===== src/rtl/vfe_ctl_pkg.sv =====
package vfe_ctl_pkg;
  localparam int ADDR_W   = 8;
  localparam int DATA_W   = 8;
  localparam int NUM_REGS = 15;
  localparam int IDX_W    = $clog2(NUM_REGS);
  localparam int NUM_CH   = 3;
  localparam int OFF_W    = 10;
  localparam int OFF_LO_W = OFF_W - DATA_W;
  localparam int LEN_W    = 14;
  localparam int LEN_HI_W = LEN_W - DATA_W;
  localparam int PHASE_W  = 6;
  localparam int OPT_W    = 5;

  localparam int IDX_LEN_HI   = 6;
  localparam int IDX_LEN_LO   = 7;
  localparam int IDX_PHASE    = 8;
  localparam int IDX_PRECOAST = 9;
  localparam int IDX_POSTCST  = 10;
  localparam int IDX_OPT      = 11;
  localparam int IDX_CLMP_HI  = 12;
  localparam int IDX_CLMP_LO  = 13;
  localparam int IDX_CLMP_WID = 14;

  localparam logic [LEN_W-1:0] LEN_RESET = 14'h0698;

  typedef struct packed {
    logic [NUM_REGS-1:0] wrSel;
    logic                commitLen;
    logic                rdStrobe;
    logic                rdHit;
    logic [IDX_W-1:0]    rdIdx;
  } ctlStrobe_t;

  function automatic logic [DATA_W-1:0] regReset(input int idx);
    case (idx)
      0, 2, 4:      regReset = 8'h80;
      IDX_LEN_HI:   regReset = LEN_RESET[LEN_W-1:DATA_W];
      IDX_LEN_LO:   regReset = LEN_RESET[DATA_W-1:0];
      IDX_PRECOAST: regReset = 8'h04;
      IDX_POSTCST:  regReset = 8'h04;
      IDX_CLMP_LO:  regReset = 8'h02;
      IDX_CLMP_WID: regReset = 8'h10;
      default:      regReset = '0;
    endcase
  endfunction

  function automatic logic [DATA_W-1:0] regMask(input int idx);
    case (idx)
      1, 3, 5:                             regMask = 8'hC0;
      IDX_LEN_HI, IDX_PHASE, IDX_CLMP_HI:  regMask = 8'h3F;
      IDX_OPT:                             regMask = 8'h1F;
      default:                             regMask = 8'hFF;
    endcase
  endfunction
endpackage


===== src/rtl/vfe_ctl_decode.sv =====
module vfe_ctl_decode
  import vfe_ctl_pkg::*;
(
  input  logic              wrEn,
  input  logic              rdEn,
  input  logic [ADDR_W-1:0] addr,
  output ctlStrobe_t        strobe
);
  localparam logic [ADDR_W-1:0] LAST_ADDR = ADDR_W'(NUM_REGS - 1);

  logic             hit;
  logic [IDX_W-1:0] idx;

  assign hit = (addr <= LAST_ADDR);
  assign idx = addr[IDX_W-1:0];

  always_comb begin
    strobe = '0;
    for (int i = 0; i < NUM_REGS; i++) begin
      strobe.wrSel[i] = wrEn && hit && (idx == IDX_W'(i));
    end
    strobe.commitLen = wrEn && hit && (idx == IDX_W'(IDX_LEN_LO));
    strobe.rdStrobe  = rdEn;
    strobe.rdHit     = hit;
    strobe.rdIdx     = idx;
  end
endmodule


===== src/rtl/vfe_ctl_datapath.sv =====
module vfe_ctl_datapath
  import vfe_ctl_pkg::*;
(
  input  logic               clk,
  input  logic               rstN,
  input  ctlStrobe_t         strobe,
  input  logic [DATA_W-1:0]  wrData,
  output logic [DATA_W-1:0]  rdData,
  output logic [OFF_W-1:0]   chOffset [NUM_CH],
  output logic [LEN_W-1:0]   lineLength,
  output logic [PHASE_W-1:0] samplePhase,
  output logic [DATA_W-1:0]  preCoast,
  output logic [DATA_W-1:0]  postCoast,
  output logic [OPT_W-1:0]   optFlags,
  output logic [LEN_W-1:0]   clampStart,
  output logic [DATA_W-1:0]  clampWidth
);
  logic [DATA_W-1:0] regBytes [NUM_REGS];
  logic [DATA_W-1:0] rdMux;

  for (genvar i = 0; i < NUM_REGS; i++) begin : g_reg
    logic [DATA_W-1:0] q;
    always_ff @(posedge clk or negedge rstN) begin
      if (!rstN)                q <= regReset(i);
      else if (strobe.wrSel[i]) q <= wrData & regMask(i);
    end
    assign regBytes[i] = q;
  end

  // live line length: staged high part and new low byte land together
  always_ff @(posedge clk or negedge rstN) begin
    if (!rstN)                 lineLength <= LEN_RESET;
    else if (strobe.commitLen) lineLength <= {regBytes[IDX_LEN_HI][LEN_HI_W-1:0], wrData};
  end

  always_comb begin
    rdMux = '0;
    for (int i = 0; i < NUM_REGS; i++) begin
      if (strobe.rdIdx == IDX_W'(i)) rdMux = regBytes[i];
    end
  end

  always_ff @(posedge clk or negedge rstN) begin
    if (!rstN)                rdData <= '0;
    else if (strobe.rdStrobe) rdData <= strobe.rdHit ? rdMux : '0;
  end

  for (genvar c = 0; c < NUM_CH; c++) begin : g_ch
    assign chOffset[c] = {regBytes[2*c], regBytes[2*c+1][DATA_W-1 -: OFF_LO_W]};
  end

  assign samplePhase = regBytes[IDX_PHASE][PHASE_W-1:0];
  assign preCoast    = regBytes[IDX_PRECOAST];
  assign postCoast   = regBytes[IDX_POSTCST];
  assign optFlags    = regBytes[IDX_OPT][OPT_W-1:0];
  assign clampStart  = {regBytes[IDX_CLMP_HI][LEN_HI_W-1:0], regBytes[IDX_CLMP_LO]};
  assign clampWidth  = regBytes[IDX_CLMP_WID];
endmodule


===== src/rtl/vfe_ctl_regs.sv =====
module vfe_ctl_regs
  import vfe_ctl_pkg::*;
(
  input  logic               clk,
  input  logic               rstN,
  input  logic               wrEn,
  input  logic               rdEn,
  input  logic [ADDR_W-1:0]  addr,
  input  logic [DATA_W-1:0]  wrData,
  output logic [DATA_W-1:0]  rdData,
  output logic [OFF_W-1:0]   redOffset,
  output logic [OFF_W-1:0]   greenOffset,
  output logic [OFF_W-1:0]   blueOffset,
  output logic [LEN_W-1:0]   lineLength,
  output logic [PHASE_W-1:0] samplePhase,
  output logic [DATA_W-1:0]  preCoast,
  output logic [DATA_W-1:0]  postCoast,
  output logic               lockLeading,
  output logic               clkInvEn,
  output logic               extCoastSel,
  output logic               extCoastActLow,
  output logic               extPixClk,
  output logic [LEN_W-1:0]   clampStart,
  output logic [DATA_W-1:0]  clampWidth
);
  ctlStrobe_t       strobe;
  logic [OFF_W-1:0] chOffset [NUM_CH];
  logic [OPT_W-1:0] optFlags;

  vfe_ctl_decode u_decode (
    .wrEn   (wrEn),
    .rdEn   (rdEn),
    .addr   (addr),
    .strobe (strobe)
  );

  vfe_ctl_datapath u_dp (
    .clk         (clk),
    .rstN        (rstN),
    .strobe      (strobe),
    .wrData      (wrData),
    .rdData      (rdData),
    .chOffset    (chOffset),
    .lineLength  (lineLength),
    .samplePhase (samplePhase),
    .preCoast    (preCoast),
    .postCoast   (postCoast),
    .optFlags    (optFlags),
    .clampStart  (clampStart),
    .clampWidth  (clampWidth)
  );

  assign redOffset      = chOffset[0];
  assign greenOffset    = chOffset[1];
  assign blueOffset     = chOffset[2];
  assign lockLeading    = optFlags[0];
  assign clkInvEn       = optFlags[1];
  assign extCoastSel    = optFlags[2];
  assign extCoastActLow = optFlags[3];
  assign extPixClk      = optFlags[4];
endmodule


===== config.mk =====
export PLATFORM = sky130hd
export DESIGN_NAME = vfe_ctl_regs
export DESIGN_NICKNAME = d
export VERILOG_FILES = /design/src/rtl/vfe_ctl_pkg.sv /design/src/rtl/vfe_ctl_decode.sv /design/src/rtl/vfe_ctl_datapath.sv /design/src/rtl/vfe_ctl_regs.sv
export SDC_FILE = /design/constraint.sdc
export NUM_CORES = 1
export LEC_CHECK = 0
export BUFFER_PORTS_ARGS = -buffer_cell sky130_fd_sc_hd__buf_2
export CORE_MARGIN = 3
export CORE_UTILIZATION = 50
export DETAILED_ROUTE_END_ITERATION = 10
export PLACE_DENSITY = 0.74
export SLEW_MARGIN = 20
export SYNTH_ARGS = -nofsm -noshare
export SYNTH_HDL_FRONTEND = slang
export SYNTH_HIERARCHICAL = 1
export SYNTH_SLANG_ARGS = --single-unit

===== constraint.sdc =====
create_clock -name clk -period 4.3 [get_ports clk]
set_clock_uncertainty 0.15 [all_clocks]
set_input_delay 0 -clock clk [delete_from_list [all_inputs] [get_ports clk]]
set_output_delay 0 -clock clk [all_outputs]
set_load 0.01 [all_outputs]

# Word level (Yosys, flattened, before mapping)
# Cells that the tools add are included.
[totals]
mem_bits_rw = 0
romBits = 0
memories = 0
register_bits = 115
latchBits = 0
out_inout_bits = 101
[classes]
muxes = 16
n_addsub = 0
n_div = 0
n_reduce_logical = 17
bitwise = 0
n_mul = 0
order_cmp = 1
n_shift = 0
eq_ne = 14
[op_table]
columns = ["cell", "n"]
rows = [
  ["$mux W8", 16],
  ["$eq A4 B4 Y1 const B", 7],
  ["$eq A4 B3 Y1 const B", 4],
  ["$logic_and A1 B1 Y1", 16],
  ["$eq A4 B2 Y1 const B", 2],
  ["$le A8 B4 Y1 const B", 1],
  ["$eq A4 B1 Y1 const B", 1],
  ["$logic_not A4 Y1", 1],
]

# Logic depth before layout (Yosys ltp)
# Gate-level depths: netlist of run 1.
[logic_depth]
word_depth = 17
ltp_mapped = 10
ltp_nobuf = 7

# Cells and area by module
# Netlist of run 1, hierarchy kept.
[modules_own_cells]
columns = ["mod", "instances", "cells_each", "seq_area_each_um2", "area_each_um2"]
rows = [
  ["vfe_ctl_datapath", 1, 444, 2899.0, 5592.9],
  ["vfe_ctl_decode", 1, 33, 0.0, 202.7],
]

# Worst setup path after synthesis of run 1
# Ideal clock, no wire load.
[synth_path]
path_kind = "input to register"
startpoint = "input addr[6]"
endpoint = "register u_dp.g_reg[7].q[5]"
path_stages = 6
t_arrival_ps = 1981
setup_slack_ps = 2044
setup_ps = 125
n_path_buf = 3
required_ps = 4025
cell_sequence = "or4_1 > clkbuf_1 > nor3_1 > buf_4 > clkbuf_1 > mux2_2"
[synth_lines]
columns = ["item", "line", "text"]
rows = [
  ["start: declaration", "vfe_ctl_regs.sv:8", "input logic [ADDR_W-1:0] addr,"],
  ["end signal: assignment", "vfe_ctl_datapath.sv:24", "if (!rstN) q <= regReset(i);"],
  ["end signal: assignment", "vfe_ctl_datapath.sv:25", "else if (strobe.wrSel[i]) q <= wrData & regMask(i);"],
  ["end: declaration", "vfe_ctl_datapath.sv:22", "logic [DATA_W-1:0] q;"],
]

==> results of run 1 <==
## cell usage after synthesis, types with 3 or more instances
cell | count | share of area
sky130_fd_sc_hd__mux2_2 | 112 | 0.22
sky130_fd_sc_hd__dfrtp_1 | 98 | 0.42
sky130_fd_sc_hd__clkbuf_1 | 21 | 0.014
sky130_fd_sc_hd__o21ai_0 | 20 | 0.017
sky130_fd_sc_hd__dfstp_2 | 17 | 0.077
sky130_fd_sc_hd__a21oi_1 | 16 | 0.014
sky130_fd_sc_hd__nor2_1 | 14 | 0.0091
sky130_fd_sc_hd__nor3_1 | 12 | 0.010
sky130_fd_sc_hd__o22ai_1 | 12 | 0.013
sky130_fd_sc_hd__nand2_1 | 11 | 0.0071
sky130_fd_sc_hd__a31oi_1 | 8 | 0.0086
sky130_fd_sc_hd__buf_2 | 8 | 0.0069
sky130_fd_sc_hd__buf_6 | 8 | 0.016
sky130_fd_sc_hd__nor2b_1 | 8 | 0.0086
sky130_fd_sc_hd__nor4_1 | 8 | 0.0086
sky130_fd_sc_hd__buf_4 | 7 | 0.0091
sky130_fd_sc_hd__inv_1 | 7 | 0.0045
sky130_fd_sc_hd__o31ai_1 | 7 | 0.0091
sky130_fd_sc_hd__a22oi_1 | 6 | 0.0078
sky130_fd_sc_hd__a2bb2oi_1 | 6 | 0.0091
sky130_fd_sc_hd__o211ai_1 | 6 | 0.0078
sky130_fd_sc_hd__a211oi_1 | 4 | 0.0052
sky130_fd_sc_hd__clkbuf_8 | 4 | 0.0095
sky130_fd_sc_hd__o31ai_2 | 4 | 0.0086
sky130_fd_sc_hd__or3b_1 | 4 | 0.0060
sky130_fd_sc_hd__nand2b_1 | 3 | 0.0032
sky130_fd_sc_hd__nand3_1 | 3 | 0.0026
## power breakdown
group / internal (W) / switching (W)
clock network: 0.000936 / 0.000480
logic: 0.000111 / 0.000163
registers: 0.00114 / 0.0000404
total: 0.00218 / 0.000683
## state kept, by name, indices dropped and copies added (netlist names)
name / cells
u_dp/clampWidth: 8
u_dp/g.q: 69
u_dp/lineLength: 14
u_dp/postCoast: 8
u_dp/preCoast: 8
u_dp/rdData: 8
## through the flow
stage                     hold WS (ps)  worst slack (ps)   util
after floorplan                   -446              2040      -
after global placement            71.2              1630  0.568
after detailed placement          81.2              1590  0.569
after CTS                         77.6              2030  0.632
after global routing               106              1950  0.634
final                             40.8              2010  0.634
## final timing paths
kind	startpoint	cells after the start	to	slack, ps
worst max-delay path	addr[0]	4	u_dp/g_reg[11].q[4]	2010
worst min-delay path	rstN	2	u_dp/postCoast[6]	40
worst max register to register	u_dp/g_reg[2].q[1]	5	u_dp/rdData[1]	2550
worst min register to register	u_dp/lineLength[6]	1	u_dp/lineLength[6]	350
max in group asynchronous	rstN	3	u_dp/g_reg[13].q[1]	3010
min in group clk	addr[3]	3	u_dp/rdData[5]	90
## worst max-delay path: stages
cell and delay [ps]:
sky130_fd_sc_hd__buf_2 760, sky130_fd_sc_hd__nand2_1 270, sky130_fd_sc_hd__nor3_1 970, sky130_fd_sc_hd__mux2_2 420
## final cells by class
type / instances / area, um2
Clock buffer: 22 / 464
Clock inverter: 10 / 131
Fill cell: 902 / 4060
Inverter: 8 / 30.0
Multi-Input combinational cell: 305 / 2560
Sequential cell: 115 / 2900
Tap cell: 140 / 175
Timing Repair Buffer: 137 / 759
## kinds of logic (layout without fill, tap and decap cells)
group | after synthesis | after routing | synth area share
mux | 115 | 115 | 0.224
flops | 115 | 115 | 0.500
compound gates | 105 | 105 | 0.125
simple gates | 85 | 85 | 0.0883
buf+inv | 57 | 177 | 0.0633
## cell usage in the layout (no fill, tap or decap), drive strengths merged, types with 3 or more instances in the layout
master and n:
bufinv 3, dfstp 17, a211oi 4, and2b 4, a2bb2oi 6, o21ai 20
nand4b 3, clkbuf 22, nor4 8, nor3 12, a31oi 8, a21o 4
dlygate4sd3 10, o22ai 12, a22oi 6, inv 7, o211ai 6, nor2b 8
a21oi 16, o31ai 11, dfrtp 98, nand3 3, or3b 6, clkinv 7
and2 3, buf 127, a22o 4, nor2 15, nand2b 3, nand2 11
mux2 113
## layer usage
layer,part of all wire,wire length (um),GRT usage,vias to the layer above
met5,0,0,0,-
met4,0.016,258,0.0905,0
met3,0.082,1290,0.0711,26
met2,0.48,7510,0.391,222
met1,0.43,6700,0.334,2253
li1,-,-,-,1983
## repair_timing
item,CTS,global route
endpoints found under the hold margin,175,0
hold buffers,10,0
resized for setup,0,0
==> flow_metrics.py, run 1 <==
metrics = {
    "yosys": {
        "yosys_warnings": 6,
        "synth.lib_cells_used.distinct": 57,
        "synth-edff-count": 0,
        "fraction_of_registers_with_async_set_or_reset_after_synthesis": 1.00,
        "netlist_area_um2": 5800,
        "synth_top_flop_cell": "sky130_fd_sc_hd__dfrtp_1",
        "seq_area_frac_synth": 0.500,
        "synth_fp_nets": 497,
        "avg_inst_size_synth_um2": 12.2,
        "post_synth_inst_count": 477,
        "postSynthRegisterBits": 115,
    },
    "clock_tree": {
        "tritoncts_num_sinks": 115,
        "clk_pin_slew_ps": 50,
        "postCtsSetupBuffers": 0,
        "tritoncts": "yes",
        "cts-buffers-inserted": 17,
        "clk-insertion-delay-late_ps": 410,
        "max-clock-path-buffers": 2,
        "ctsHtreeMaxLevel": 4,
        "clock_tree.root_cell": "sky130_fd_sc_hd__clkbuf_16",
    },
    "global_routing": {
        "gr-usage-all-layers": 0.250,
        "pin_count_of_the_biggest_net_entering_global_routing": 82,
        "grt_pass1_vias": 4525,
        "antenna_found_initial": 0,
        "grt_pass1_wl_mm": 24.8,
        "congestion_overflow_gr": 0,
    },
    "die": {
        "floorplan.die_area_um2": 12900,
        "die-width_um": 114,
        "initial_core_util": 0.523,
        "die_h_um": 114,
        "rows": 38,
        "floorplan.io_pins": 121,
        "fp.coreArea_um2": 11100,
    },
    "timing": {
        "setup-violations-final": 0,
        "totalNegativeSetupSlack_ps": 0,
        "rsz0062_at_grt": "no",
        "final_period_util": 0.533,
        "slew_hr": 0.246,
        "period_needed_ps": 2290,
        "timing_worst_slew_pin_value_ps": 1120,
        "max_freq_ghz": 0.436,
        "endpoints_failing_hold": 0,
        "slew_viol_final": 0,
    },
    "place": {
        "routabilityCongestion": 0.873,
        "final_hpwl_dp_mm": 10.7,
        "placed_cells_incl_taps": 695,
        "dpl-instance-area_um2": 6300,
        "numPortBuffers": 120,
    },
    "detailed_routing": {
        "drtIter0Drc": 446,
        "antenna_violating_nets_post_route": 0,
        "drcViolationCount": 0,
        "num_vias": 4484,
        "route.final.wire_length_mm": 15.8,
        "via_per_inst": 6.08,
        "drtPass1Iterations": 5,
        "wl_per_cell_um": 21.4,
    },
    "setup_path": {
        "critical_path.max_fanout": 57,
        "worst_setup_path_type": "in2reg",
        "startpoint_type": "input port",
        "crit_required_ps": 4440,
        "crit_arrival_ps": 2430,
        "cp-end-kind": "flop",
    },
    "finish": {
        "finish.instance_area_um2": 7020,
        "final_stage_net_count": 604,
        "drive_above_1_share": 0.519,
        "number_of_standard_cells_in_the_layout_taps_in_and_fillers_out": 737,
        "area.growth.synth_to_final_pct": 21.2,
        "num_antenna_cells": 0,
    },
    "job": {
        "drv_cap": 0,
    },
    "pwr": {
        "ir_drop_mv": 0.429,
        "cellLeakagePower_nw": 3.53,
        "power.density_cell_area_nw_per_um2": 408,
        "total_power_w": 0.00287,
    },
    "outcome": {
        "status": "completed",
    },
    "hold_path": {
        "worst_min_path_class": "in2async",
    },
}
No activity file was read; power rests on OpenSTA's default activity.
==> inputs of run 2 (changes only) <==
--- a/config.mk
+++ b/config.mk
@@ -9,7 +9,7 @@
 export CORE_MARGIN = 3
 export CORE_UTILIZATION = 50
 export DETAILED_ROUTE_END_ITERATION = 10
-export PLACE_DENSITY = 0.74
+export PLACE_DENSITY = 0.77
 export SLEW_MARGIN = 20
 export SYNTH_ARGS = -nofsm -noshare
 export SYNTH_HDL_FRONTEND = slang
==> constraint.sdc (replaced) <==
create_clock -name clk -period 2.1 [get_ports clk]
set_clock_uncertainty 0.15 [all_clocks]
set_input_delay 0 -clock clk [delete_from_list [all_inputs] [get_ports clk]]
set_output_delay 0 -clock clk [all_outputs]
set_load 0.01 [all_outputs]
==> flow_metrics.py, run 2 (synthesized netlist as in run 1, its figures left out) <==
metrics = {
    "global_routing": {
        "pin_count_of_the_biggest_net_entering_global_routing": 59,
        "antenna_found_initial": 0,
        "congestion_overflow_gr": 0,
        "gr-usage-all-layers": 0.254,
        "grt_pass1_vias": 4713,
        "grt_pass1_wl_mm": 25.4,
    },
    "detailed_routing": {
        "drtPass1Iterations": 4,
        "num_vias": 4581,
        "route.final.wire_length_mm": 16.3,
        "via_per_inst": 6.00,
        "wl_per_cell_um": 21.3,
        "drcViolationCount": 0,
        "drtIter0Drc": 247,
        "antenna_violating_nets_post_route": 0,
    },
    "outcome": {
        "status": "completed",
    },
    "timing": {
        "timing_worst_slew_pin_value_ps": 493,
        "fin_hold_ws_ps": 90.0,
        "setup-violations-final": 0,
        "final_period_util": 0.970,
        "period_needed_ps": 2040,
        "setup_ws_final_ps": 63.9,
        "rsz0062_at_grt": "no",
        "max_freq_ghz": 0.491,
        "endpoints_failing_hold": 0,
        "totalNegativeSetupSlack_ps": 0,
        "slew_hr": 0.669,
        "slew_viol_final": 0,
    },
    "setup_path": {
        "crit_arrival_ps": 2240,
        "critical_path.max_fanout": 16,
        "crit_path_frequent_cell": "sky130_fd_sc_hd__buf_4",
        "crit_required_ps": 2300,
        "cell_type_of_the_slowest_stage_on_the_worst_timing_path": "sky130_fd_sc_hd__dlygate4sd3_1",
        "startpoint_type": "input port",
        "cp_cell_sequence": "buf_2 -> or4_1 -> buf_4 -> a41oi_1 -> and2_1 -> buf_4 -> nand4b_1 -> o221ai_1 -> dlygate4sd3_1",
        "cp-end-kind": "flop",
        "worst_setup_path_type": "in2reg",
        "critPathMaxStageDelay_ps": 560,
    },
    "pwr": {
        "cellLeakagePower_nw": 3.68,
        "ir_drop_mv": 0.605,
        "power.density_cell_area_nw_per_um2": 802,
    },
    "finish": {
        "leading_cell_types_in_the_layout_fill_and_taps_excluded": "sky130_fd_sc_hd__buf_2 (119), sky130_fd_sc_hd__mux2_2 (112), sky130_fd_sc_hd__dfrtp_1 (98), sky130_fd_sc_hd__buf_4 (28), sky130_fd_sc_hd__o21ai_0 (20)",
        "layout_commonest_cell": "sky130_fd_sc_hd__buf_2",
        "area.growth.synth_to_final_pct": 24.8,
        "finish.instance_area_um2": 7230,
        "largest-register": "u_dp/g.q",
        "reg_top3": "u_dp/g.q: 69 flops, u_dp/lineLength: 14 flops",
        "number_of_standard_cells_in_the_layout_taps_in_and_fillers_out": 764,
        "final_stage_net_count": 631,
        "filler_cell_count": 856,
        "num_antenna_cells": 0,
        "drive_above_1_share": 0.526,
        "flip_flop_count_of_the_largest_register_after_layout": 69,
    },
    "die": {
        "rows": 38,
        "die-width_um": 114,
        "initial_core_util": 0.523,
        "floorplan.io_pins": 121,
        "die_h_um": 114,
        "floorplan.die_area_um2": 12900,
        "fp.coreArea_um2": 11100,
    },
    "place": {
        "dpl-instance-area_um2": 6510,
        "numPortBuffers": 120,
        "placed_cells_incl_taps": 718,
        "routabilityCongestion": 0.902,
        "place_ws_ps": 52.3,
        "final_hpwl_dp_mm": 11.1,
    },
    "job": {
        "drv_cap": 0,
    },
    "clock_tree": {
        "clk_pin_slew_ps": 50,
        "postCtsSetupBuffers": 0,
        "cts-buffers-inserted": 17,
        "tritoncts": "yes",
        "tritoncts_num_sinks": 115,
        "clk-insertion-delay-late_ps": 410,
        "max-clock-path-buffers": 2,
        "ctsHtreeMaxLevel": 4,
        "clock_tree.root_cell": "sky130_fd_sc_hd__clkbuf_16",
    },
    "hold_path": {
        "worst_min_path_class": "in2reg",
    },
}
-- run 2: metrics by stage --
| stage | util | total power, W |
|---|---|---|
| after CTS | 0.653 | 0.00582 |
| after global placement | 0.588 | 0.00299 |
| after global routing | 0.653 | 0.00600 |
| after floorplan | - | 0.00277 |
| final | 0.653 | 0.00580 |
| after detailed placement | 0.588 | 0.00301 |
-- run 2: where the power goes --
part / switching (W) / total [W] / internal [W]
clock network: 0.000990 / 0.00279 / 0.00180
registers: 0.0000819 / 0.00241 / 0.00233
logic: 0.000344 / 0.000599 / 0.000255
-- run 2: path summary, 6_finish.rpt --
| path | from | endpoint | slack (ps) | cells after the start |
|---|---|---|---|---|
| hold reg to reg | u_dp/g_reg[7].q[1] | u_dp/g_reg[7].q[1] | 360 | 1 |
| min in group asynchronous | rstN | u_dp/lineLength[4] | 540 | 3 |
| setup reg to reg | u_dp/g_reg[2].q[5] | u_dp/rdData[5] | 70 | 6 |
| setup / recovery | addr[6] | u_dp/rdData[5] | 60 | 9 |
| hold / removal | addr[3] | u_dp/rdData[2] | 90 | 4 |
| max in group asynchronous | rstN | u_dp/postCoast[2] | 850 | 4 |
-- run 2: area by class of cell --
cell class	instances	area (um2)	share of cell area
flip-flops and latches	115	2900	0.401
multi-input cells	305	2540	0.351
repair buffers	164	1020	0.140
clock buffers	23	468	0.0647
well taps	140	175	0.0242
clock inverters	9	105	0.0145
inverters	8	30.0	0.00415
-- run 2: worst max-delay path: cells and delay by family --
family | cells | cell delay, ps
buf+inv | 4 | 1050
simple gates | 3 | 820
compound gates | 2 | 350
-- run 2: layer usage --
metal / vias to the layer above / track usage / wire (um)
li1: 2031 / - / -
met1: 2272 / 0.331 / 6770
met2: 245 / 0.409 / 7930
met3: 33 / 0.0668 / 1210
met4: 0 / 0.0970 / 367
met5: - / 0 / 0
-- run 2: repair_timing --
action | in CTS | in global routing
endpoints found under the hold margin | 211 | 0
endpoints found under the setup margin | 0 | 1
hold buffers | 14 | 0
gates resized for setup | 0 | 0
